===== src/rtl/epgm_pkg.sv =====
package epgm_pkg;

  typedef enum logic [3:0] {
    ST_IDLE,
    ST_PSETTLE,
    ST_LOAD,
    ST_SETUP,
    ST_PULSE,
    ST_HOLD,
    ST_RELEASE,
    ST_VREAD,
    ST_VFLOAT,
    ST_CSETTLE,
    ST_CREAD,
    ST_FDROP,
    ST_DONE
  } seq_state_e;

  typedef enum logic [1:0] {
    LVL_NOM    = 2'd0,
    LVL_PROG   = 2'd1,
    LVL_CHK_HI = 2'd2,
    LVL_CHK_LO = 2'd3
  } vcc_level_e;

  // Convert a duration in ns to clock cycles, rounding up, with a minimum of one.
  function automatic int unsigned ns_to_cyc(input int unsigned ns, input int unsigned mhz);
    longint unsigned prod;
    longint unsigned cyc;
    prod = longint'(ns) * longint'(mhz);
    cyc  = (prod + 64'd999) / 64'd1000;
    if (cyc == 0) cyc = 1;
    return int'(cyc);
  endfunction

  function automatic int unsigned max2(input int unsigned a, input int unsigned b);
    return (a > b) ? a : b;
  endfunction

endpackage


===== src/rtl/epgm_gap_timer.sv =====
module epgm_gap_timer #(
  parameter int W = 8
) (
  input  logic         clk,
  input  logic         rst_n,
  input  logic         load,
  input  logic [W-1:0] load_val,
  output logic         expired
);
  logic [W-1:0] cnt_q;
  logic [W-1:0] cnt_d;
  logic         cnt_en;

  always_comb begin
    cnt_en = 1'b0;
    cnt_d  = cnt_q;
    if (load) begin
      cnt_en = 1'b1;
      cnt_d  = load_val - W'(1);
    end else if (cnt_q != '0) begin
      cnt_en = 1'b1;
      cnt_d  = cnt_q - W'(1);
    end
  end

  always_ff @(posedge clk or negedge rst_n) begin
    if (!rst_n)      cnt_q <= '0;
    else if (cnt_en) cnt_q <= cnt_d;
  end

  assign expired = (cnt_q == '0);
endmodule


===== src/rtl/epgm_retry_ctr.sv =====
module epgm_retry_ctr #(
  parameter int W     = 5,
  parameter int LIMIT = 25
) (
  input  logic         clk,
  input  logic         rst_n,
  input  logic         clr,
  input  logic         inc,
  output logic [W-1:0] count,
  output logic         at_limit
);
  logic [W-1:0] cnt_q;
  logic [W-1:0] cnt_d;
  logic         cnt_en;

  always_comb begin
    cnt_en = 1'b0;
    cnt_d  = cnt_q;
    if (clr) begin
      cnt_en = 1'b1;
      cnt_d  = '0;
    end else if (inc && (cnt_q != W'(LIMIT))) begin
      cnt_en = 1'b1;
      cnt_d  = cnt_q + W'(1);
    end
  end

  always_ff @(posedge clk or negedge rst_n) begin
    if (!rst_n)      cnt_q <= '0;
    else if (cnt_en) cnt_q <= cnt_d;
  end

  assign count    = cnt_q;
  assign at_limit = (cnt_q == W'(LIMIT));
endmodule


===== src/rtl/epgm_word_cmp.sv =====
module epgm_word_cmp #(
  parameter int DATA_W = 16
) (
  input  logic              clk,
  input  logic              rst_n,
  input  logic              cap,
  input  logic [DATA_W-1:0] expect_word,
  input  logic [DATA_W-1:0] actual_word,
  output logic              eq_now,
  output logic              eq_q
);
  logic eq_r;

  assign eq_now = (expect_word == actual_word);

  always_ff @(posedge clk or negedge rst_n) begin
    if (!rst_n)   eq_r <= 1'b0;
    else if (cap) eq_r <= eq_now;
  end

  assign eq_q = eq_r;
endmodule


===== src/rtl/eprom_pgm_seq.sv =====
module eprom_pgm_seq
  import epgm_pkg::*;
#(
  parameter int ADDR_W      = 18,
  parameter int DATA_W      = 16,
  parameter int CLK_MHZ     = 250,
  parameter int MAX_PULSES  = 25,
  parameter int T_SUPPLY_NS = 10000,
  parameter int T_SETUP_NS  = 2000,
  parameter int T_PULSE_NS  = 100000,
  parameter int T_HOLD_NS   = 2000,
  parameter int T_OES_NS    = 2000,
  parameter int T_OE_NS     = 100,
  parameter int T_DF_NS     = 130,
  parameter int T_ACC_NS    = 200
) (
  input  logic              clk,
  input  logic              rst_n,
  input  logic              start,
  input  logic [ADDR_W-1:0] last_addr,
  input  logic [DATA_W-1:0] src_word,
  input  logic [DATA_W-1:0] mem_din,
  output logic [ADDR_W-1:0] mem_addr,
  output logic [DATA_W-1:0] mem_dout,
  output logic              mem_doe,
  output logic              mem_e_n,
  output logic              mem_g_n,
  output logic              vpp_en,
  output logic [1:0]        vcc_sel,
  output logic              busy,
  output logic              done,
  output logic              fail,
  output logic [ADDR_W-1:0] fail_addr
);
  localparam int unsigned CYC_SUPPLY = ns_to_cyc(T_SUPPLY_NS, CLK_MHZ);
  localparam int unsigned CYC_SETUP  = ns_to_cyc(T_SETUP_NS,  CLK_MHZ);
  localparam int unsigned CYC_PULSE  = ns_to_cyc(T_PULSE_NS,  CLK_MHZ);
  localparam int unsigned CYC_HOLD   = ns_to_cyc(T_HOLD_NS,   CLK_MHZ);
  localparam int unsigned CYC_OES    = ns_to_cyc(T_OES_NS,    CLK_MHZ);
  localparam int unsigned CYC_OE     = ns_to_cyc(T_OE_NS,     CLK_MHZ);
  localparam int unsigned CYC_DF     = ns_to_cyc(T_DF_NS,     CLK_MHZ);
  localparam int unsigned CYC_ACC    = ns_to_cyc(T_ACC_NS,    CLK_MHZ);
  localparam int unsigned CYC_MAX    =
    max2(max2(max2(CYC_SUPPLY, CYC_SETUP), max2(CYC_PULSE, CYC_HOLD)),
         max2(max2(CYC_OES, CYC_OE), max2(CYC_DF, CYC_ACC)));
  localparam int TMR_W = $clog2(CYC_MAX + 1);
  localparam int CNT_W = $clog2(MAX_PULSES + 1);

  seq_state_e        state_q, state_d;
  logic [ADDR_W-1:0] addr_q, addr_d;
  logic [ADDR_W-1:0] last_q, last_d;
  logic [DATA_W-1:0] dout_q, dout_d;
  vcc_level_e        vcc_q, vcc_d;
  logic              fail_q, fail_d;
  logic [ADDR_W-1:0] faddr_q, faddr_d;

  logic              tmr_load;
  logic [TMR_W-1:0]  tmr_val;
  logic              tmr_exp;
  logic              rty_clr, rty_inc;
  logic [CNT_W-1:0]  pulse_cnt;
  logic              rty_at_limit;
  logic              cmp_cap;
  logic              eq_now, eq_q;
  logic [DATA_W-1:0] cmp_expect;
  logic              at_last;

  epgm_gap_timer #(.W(TMR_W)) u_timer (
    .clk      (clk),
    .rst_n    (rst_n),
    .load     (tmr_load),
    .load_val (tmr_val),
    .expired  (tmr_exp)
  );

  epgm_retry_ctr #(.W(CNT_W), .LIMIT(MAX_PULSES)) u_retry (
    .clk      (clk),
    .rst_n    (rst_n),
    .clr      (rty_clr),
    .inc      (rty_inc),
    .count    (pulse_cnt),
    .at_limit (rty_at_limit)
  );

  assign cmp_expect = (state_q == ST_CREAD) ? src_word : dout_q;

  epgm_word_cmp #(.DATA_W(DATA_W)) u_cmp (
    .clk         (clk),
    .rst_n       (rst_n),
    .cap         (cmp_cap),
    .expect_word (cmp_expect),
    .actual_word (mem_din),
    .eq_now      (eq_now),
    .eq_q        (eq_q)
  );

  assign at_last = (addr_q == last_q);

  // Next-state logic
  always_comb begin
    state_d  = state_q;
    addr_d   = addr_q;
    last_d   = last_q;
    dout_d   = dout_q;
    vcc_d    = vcc_q;
    fail_d   = fail_q;
    faddr_d  = faddr_q;
    tmr_load = 1'b0;
    tmr_val  = '0;
    rty_clr  = 1'b0;
    rty_inc  = 1'b0;
    cmp_cap  = 1'b0;

    unique case (state_q)
      ST_IDLE, ST_DONE: begin
        if (start) begin
          addr_d   = '0;
          last_d   = last_addr;
          fail_d   = 1'b0;
          faddr_d  = '0;
          vcc_d    = LVL_PROG;
          state_d  = ST_PSETTLE;
          tmr_load = 1'b1;
          tmr_val  = TMR_W'(CYC_SUPPLY);
        end
      end
      ST_PSETTLE: begin
        if (tmr_exp) begin
          state_d  = ST_LOAD;
          tmr_load = 1'b1;
          tmr_val  = TMR_W'(1);
        end
      end
      ST_LOAD: begin
        dout_d   = src_word;
        rty_clr  = 1'b1;
        state_d  = ST_SETUP;
        tmr_load = 1'b1;
        tmr_val  = TMR_W'(CYC_SETUP);
      end
      ST_SETUP: begin
        if (tmr_exp) begin
          rty_inc  = 1'b1;
          state_d  = ST_PULSE;
          tmr_load = 1'b1;
          tmr_val  = TMR_W'(CYC_PULSE);
        end
      end
      ST_PULSE: begin
        if (tmr_exp) begin
          state_d  = ST_HOLD;
          tmr_load = 1'b1;
          tmr_val  = TMR_W'(CYC_HOLD);
        end
      end
      ST_HOLD: begin
        if (tmr_exp) begin
          state_d  = ST_RELEASE;
          tmr_load = 1'b1;
          tmr_val  = TMR_W'(CYC_OES);
        end
      end
      ST_RELEASE: begin
        if (tmr_exp) begin
          state_d  = ST_VREAD;
          tmr_load = 1'b1;
          tmr_val  = TMR_W'(CYC_OE);
        end
      end
      ST_VREAD: begin
        if (tmr_exp) begin
          cmp_cap  = 1'b1;
          state_d  = ST_VFLOAT;
          tmr_load = 1'b1;
          tmr_val  = TMR_W'(CYC_DF);
        end
      end
      ST_VFLOAT: begin
        if (tmr_exp) begin
          tmr_load = 1'b1;
          if (eq_q) begin
            if (at_last) begin
              addr_d  = '0;
              vcc_d   = LVL_CHK_HI;
              state_d = ST_CSETTLE;
              tmr_val = TMR_W'(CYC_SUPPLY);
            end else begin
              addr_d  = addr_q + ADDR_W'(1);
              state_d = ST_LOAD;
              tmr_val = TMR_W'(1);
            end
          end else if (rty_at_limit) begin
            fail_d  = 1'b1;
            faddr_d = addr_q;
            vcc_d   = LVL_NOM;
            state_d = ST_FDROP;
            tmr_val = TMR_W'(CYC_SUPPLY);
          end else begin
            state_d = ST_SETUP;
            tmr_val = TMR_W'(CYC_SETUP);
          end
        end
      end
      ST_CSETTLE: begin
        if (tmr_exp) begin
          state_d  = ST_CREAD;
          tmr_load = 1'b1;
          tmr_val  = TMR_W'(CYC_ACC);
        end
      end
      ST_CREAD: begin
        if (tmr_exp) begin
          tmr_load = 1'b1;
          if (!eq_now) begin
            fail_d  = 1'b1;
            faddr_d = addr_q;
            vcc_d   = LVL_NOM;
            state_d = ST_FDROP;
            tmr_val = TMR_W'(CYC_SUPPLY);
          end else if (at_last) begin
            addr_d = '0;
            if (vcc_q == LVL_CHK_HI) begin
              vcc_d   = LVL_CHK_LO;
              state_d = ST_CSETTLE;
              tmr_val = TMR_W'(CYC_SUPPLY);
            end else begin
              vcc_d   = LVL_NOM;
              state_d = ST_DONE;
              tmr_val = TMR_W'(1);
            end
          end else begin
            addr_d  = addr_q + ADDR_W'(1);
            tmr_val = TMR_W'(CYC_ACC);
          end
        end
      end
      ST_FDROP: begin
        if (tmr_exp) begin
          state_d  = ST_DONE;
          tmr_load = 1'b1;
          tmr_val  = TMR_W'(1);
        end
      end
      default: state_d = ST_IDLE;
    endcase
  end

  // Registers
  always_ff @(posedge clk or negedge rst_n) begin
    if (!rst_n) begin
      state_q <= ST_IDLE;
      addr_q  <= '0;
      last_q  <= '0;
      dout_q  <= '0;
      vcc_q   <= LVL_NOM;
      fail_q  <= 1'b0;
      faddr_q <= '0;
    end else begin
      state_q <= state_d;
      addr_q  <= addr_d;
      last_q  <= last_d;
      dout_q  <= dout_d;
      vcc_q   <= vcc_d;
      fail_q  <= fail_d;
      faddr_q <= faddr_d;
    end
  end

  // Output decode from registered state
  assign mem_addr  = addr_q;
  assign mem_dout  = dout_q;
  assign mem_doe   = (state_q == ST_SETUP) || (state_q == ST_PULSE) || (state_q == ST_HOLD);
  assign mem_e_n   = !((state_q == ST_PULSE) || (state_q == ST_CREAD));
  assign mem_g_n   = !((state_q == ST_VREAD) || (state_q == ST_CREAD));
  assign vpp_en    = (state_q == ST_PSETTLE) || (state_q == ST_LOAD)    ||
                     (state_q == ST_SETUP)   || (state_q == ST_PULSE)   ||
                     (state_q == ST_HOLD)    || (state_q == ST_RELEASE) ||
                     (state_q == ST_VREAD)   || (state_q == ST_VFLOAT);
  assign vcc_sel   = vcc_q;
  assign busy      = (state_q != ST_IDLE) && (state_q != ST_DONE);
  assign done      = (state_q == ST_DONE);
  assign fail      = fail_q;
  assign fail_addr = faddr_q;
endmodule


===== config.mk =====
export PLATFORM = sky130hd
export DESIGN_NAME = eprom_pgm_seq
export DESIGN_NICKNAME = d
export VERILOG_FILES = /design/src/rtl/epgm_pkg.sv /design/src/rtl/epgm_gap_timer.sv /design/src/rtl/epgm_retry_ctr.sv /design/src/rtl/epgm_word_cmp.sv /design/src/rtl/eprom_pgm_seq.sv
export SDC_FILE = /design/constraint.sdc
export NUM_CORES = 1
export LEC_CHECK = 0
export ABC_AREA = 1
export CAP_MARGIN = 10
export CORE_MARGIN = 10
export CORE_UTILIZATION = 26
export DETAILED_ROUTE_END_ITERATION = 10
export PLACE_DENSITY = 0.42
export SLEW_MARGIN = 30
export SYNTH_ARGS = -nofsm -noshare
export SYNTH_HDL_FRONTEND = slang
export SYNTH_SLANG_ARGS = --single-unit

===== constraint.sdc =====
create_clock -name clk -period 3.05 [get_ports clk]
set_input_delay 0.915 -clock clk [delete_from_list [all_inputs] [get_ports clk]]
set_output_delay 0.915 -clock clk [all_outputs]
set_load 0.05 [all_outputs]

==> results of run 1 <==
flip-flops by register name (all words and copies together), names as in the netlist:
name           flops
mem_dout          16
last_q            18
state_q            4
vcc_sel            2
fail               1
mem_addr          18
u_retry.count      5
u_timer.cnt_q     15
fail_addr         18
u_cmp.eq_q         1
layer usage:
metal / track usage, % / wire (um) / up-vias
met3: 2.31 / 842 / 14
met1: 19.9 / 10500 / 2735
met4: 3.97 / 227 / 0
met2: 20.8 / 8820 / 129
li1: - / - / 3049
met5: 0 / 0 / -
Yosys cell counts:
cell type / number
nand4_2: 2
nor2_2: 9
or2_2: 5
o21ai_0: 61
inv_2: 7
o41ai_1: 2
o31ai_1: 1
nor3b_1: 2
nand3_4: 2
o2111ai_1: 1
o22ai_1: 2
inv_1: 104
buf_6: 2
nor2_8: 1
buf_2: 2
nor3_2: 1
clkinv_1: 2
nand3_2: 3
o211ai_1: 1
nor2_4: 3
nand2_4: 1
nand3_1: 46
buf_4: 1
nand2_2: 8
nand4_1: 15
nand2_1: 240
xor2_1: 7
o21a_1: 3
a211oi_1: 1
a21oi_1: 29
xnor2_1: 10
nor2_1: 79
dfrtp_1: 98
nor3_1: 16
a31oi_1: 5
o21ai_2: 1
nand4_4: 1
nor4_1: 6
clkbuf_1: 11
and2_1: 1
nand3b_1: 18
and3_1: 1
ha_1: 4
path summary, 6_finish.rpt:
| check | from | endpoint | slack [ns] | cells after the start |
|---|---|---|---|---|
| min reg2reg | fail | fail | 0.48 | 2 |
| min | fail | fail | 0.48 | 2 |
| min in group asynchronous | rst_n | fail | 0.55 | 1 |
| max in group asynchronous | rst_n | mem_dout[8] | 1.82 | 2 |
| max reg2reg | state_q[1] | u_timer.cnt_q[14] | 0.22 | 24 |
| max | mem_din[9] | u_timer.cnt_q[14] | 0.14 | 20 |
logic make-up after synthesis:
| family | after synthesis | share of synthesized area, % |
|---|---|---|
| AO/OA/AOI/OAI | 107 | 9.81 |
| XOR/XNOR | 17 | 2.54 |
| adder cells (fa/ha/maj) | 4 | 0.855 |
| buffers and inverters | 129 | 8.63 |
| flip-flops | 98 | 41.9 |
| AND/OR/NAND/NOR | 460 | 36.3 |
timing repair:
item | 4_1_cts | 5_1_grt
buffers inserted | 0 | 12
pin swaps | 7 | 25
cloned | 0 | 3
endpoints found under the setup margin | 6 | 22
gates resized for setup | 11 | 64
power groups by stage:
stage | clock network [mW] | logic (mW) | registers (mW)
after floorplan | 0 | 2.31 | 2.30
after global placement | 0 | 4.56 | 1.92
after detailed placement | 0 | 4.54 | 1.92
after CTS | 1.23 | 4.61 | 1.90
after global routing | 1.28 | 4.66 | 1.93
final | 1.20 | 4.19 | 1.88
final cells by class:
class	count	area, um2
repair buffers	212	2040
inverters	113	424
clock buffers	9	225
fillers	2330	13400
multi-input cells	590	3080
clock inverters	7	81.3
flip-flops and latches	98	2460
well taps	280	350
stage by stage:
stage               std cells  instance area (um2)
floorplan                 815                 5860
global placement         1278                 7940
detailed placement       1278                 7940
CTS                      1294                 8290
global route             1309                 8660
finish                   1309                 8660
worst min-delay path, delay by kind of cell, from the launching register on:
family,cells,cell delay (ns)
simple gates,2,0.09
flops,1,0.36
cells in the final DEF, fill, tap and decap left out, drive strengths merged:
master / netlist / final
a211oi: 1 / 1
a21oi: 29 / 29
a31oi: 5 / 5
and2: 1 / 1
and3: 1 / 1
buf: 5 / 105
clkbuf: 11 / 10
clkdlybuf4s50: 0 / 79
clkinv: 2 / 6
dfrtp: 98 / 98
dlymetal6s2s: 0 / 27
ha: 4 / 4
inv: 111 / 114
nand2: 249 / 251
nand3: 51 / 51
nand3b: 18 / 18
nand4: 18 / 18
nor2: 92 / 92
nor3: 17 / 17
nor3b: 2 / 2
nor4: 6 / 6
o2111ai: 1 / 1
o211ai: 1 / 1
o21a: 3 / 3
o21ai: 62 / 62
o22ai: 2 / 2
o31ai: 1 / 1
o41ai: 2 / 2
or2: 5 / 5
xnor2: 10 / 10
xor2: 7 / 7
==> results.txt, run 1 <==
----------------------------------------------------
[CTS]
  Root Buffer ... clkbuf_16
  Number of buffers created by CTS ... 9
  Buffer depth of the longest clock path ... 2
  Worst-path clk slew ... ~0.09 ns
  Clock sink total ... 98
  Hold-fix buffers, CTS ... 0
  Worst skew pair latency ... about 0.36 ns
  Clock tree from TritonCTS ... done
  Maximum level of the CTS H-tree ... 3

[Placed design]
  Final weighted congestion of routability-driven global placement ... between 0.8 and 0.9
  Pre-CTS setup slack ... -0.504 ns
  Port Buf Inserts ... between 100 and 150
  Post-DP HPWL ... roughly 16 mm

[Critical path]
  Buffers and inverters on the worst path ... 4
  Crit path top cell by count ... nand2_1
  Slowest stage cell, crit path ... clkdlybuf4s50_1
  Family with the most delay on the worst path ... simple AND/OR/NAND/NOR gates
  Category of the most critical setup path ... input port to flop
  Cell-by-cell trace of the critical path ... clkdlybuf4s50_1 -> nand3b_1 -> nand2_1 -> nor2_1 -> nand2_1 -> nor2_4 -> buf_6 -> nand2_4 -> nor2_1 -> nand3_1 -> nand3_2 -> inv_2 -> ha_4 -> nand2_2 -> nor2_4 -> nand3_4 -> inv_2 -> nand2_1 -> nand2_1 -> a21oi_2
  Critical path launch point type ... input port
  Maximum fanout encountered on the critical timing path ... 4
  Worst stage delay on the critical path ... between 0.4 and 0.5 ns
  Worst path arrival time ... 3.21 ns
  Crit. End Element ... flop
  Required time of the critical path ... between 3 and 4 ns

[Die]
  Boundary pin count ... about 110
  Die footprint ... 0.0289 mm2
  Die X-Extent ... 170 um
  Die extent in y ... about 170 um
  Core area ... approximately 0.022 mm2
  Number of placement rows ... 54
  Initial Util ... between 20% and 30%

[Logic synthesis]
  Portion of the post-synthesis area used by sequential elements ... between 40% and 50%
  Seq cells post-synth ... 98
  Library cells used by synthesis ... 43
  Synth area leader ... dfrtp_1
  Share of Yosys cell area claimed by the top area cell type ... about two fifths
  Syn nets ... 872
  Synthesized area per cell ... about 7 um2
  Top post-synthesis cells by area ... dfrtp_1 (42%), nand2_1 (15%), inv_1 (6.7%)
  Cell area after synthesis ... just under 0.006 mm2
  Cells after Synth ... a little over 800
  Total number of yosys warnings ... 0

[Pwr]
  Sw Share ... roughly 46%
  Highest ir drop seen on vdd ... approximately 0.33 mV
  Share of total power in sequential cells ... around a quarter
  Fraction of power consumed by the clock network ... around 17%
  Cell internal pwr ... between 3 and 4 mW
  Switching power summed over all nets ... about 3.3 mW
  Leakage dissipation ... between 4 and 5 nW
  Overall power after layout ... between 7 and 8 mW
  Cell area power density ... ~840 mW/mm2
  Combinational share of power ... 57.7%

[Min path]
  Type of the tightest min-delay check ... flop to flop

[STA]
  Final Hold Slack ... 0.479 ns
  Final setup violation count ... 0
  Highest attainable clock frequency ... 343 MHz
  Final WS setup ... between 0.1 and 0.15 ns
  Worst slew pin tran ... between 0.7 and 0.8 ns
  Max-slew violation total from the final report ... 0
  Portion of the clock cycle consumed by the worst path in the final layout ... about 95%
  Number of failing hold endpoints at the final stage ... 0
  Headroom to the max-slew limit ... a little under 50%
  Post-route setup TNS ... 0 ns
  Post-Route Skew ... approximately 0.018 ns
  Final min period ... roughly 2.9 ns

[Final layout]
  Number of nets in the finished design ... approximately 1,100
  Share of final-layout standard cells stronger than drive strength 1 ... between 10% and 20%
  Antenna Diode Count ... 0
  Relative area change from synthesis to final layout ... 47.8%
  Share of the core filled with cells in the final layout ... 39.3%

[Detailed routing]
  Vias per Instance ... 4.53
  Total number of vias ... around 5,900
  Total iterations of the first detailed-routing run ... 5
  Detailed-route DRC error count ... 0
  Remaining number of nets flagged by the antenna check after routing ... 0
  Routed wirelength normalized by instance count ... roughly 16 um
  Final WL ... around 20 mm
  Number of DRC markers in iteration 0 ... between 200 and 300

[GRT]
  Global-route wire length before repair ... ~32 mm
  Number of global-route vias before repair ... roughly 5,800
  Pin count of the biggest net entering global routing ... 44
  Overall track demand over capacity in global routing ... ~14%
  Number of antenna violations at the first check in global routing ... 1
  Congestion Overflow GR ... 0

[Flow run]
  Maximum capacitance violations ... 0

[Run status]
  Result of the run ... finished clean

----------------------------------------------------
Note: power is estimated with default switching activity, not from simulation.
==> inputs of run 2 (changes only) <==
CAP_MARGIN = 20   (was 10)
==> results of run 2 <==
The final DEF is identical to that of run 1; final timing and power are the same.
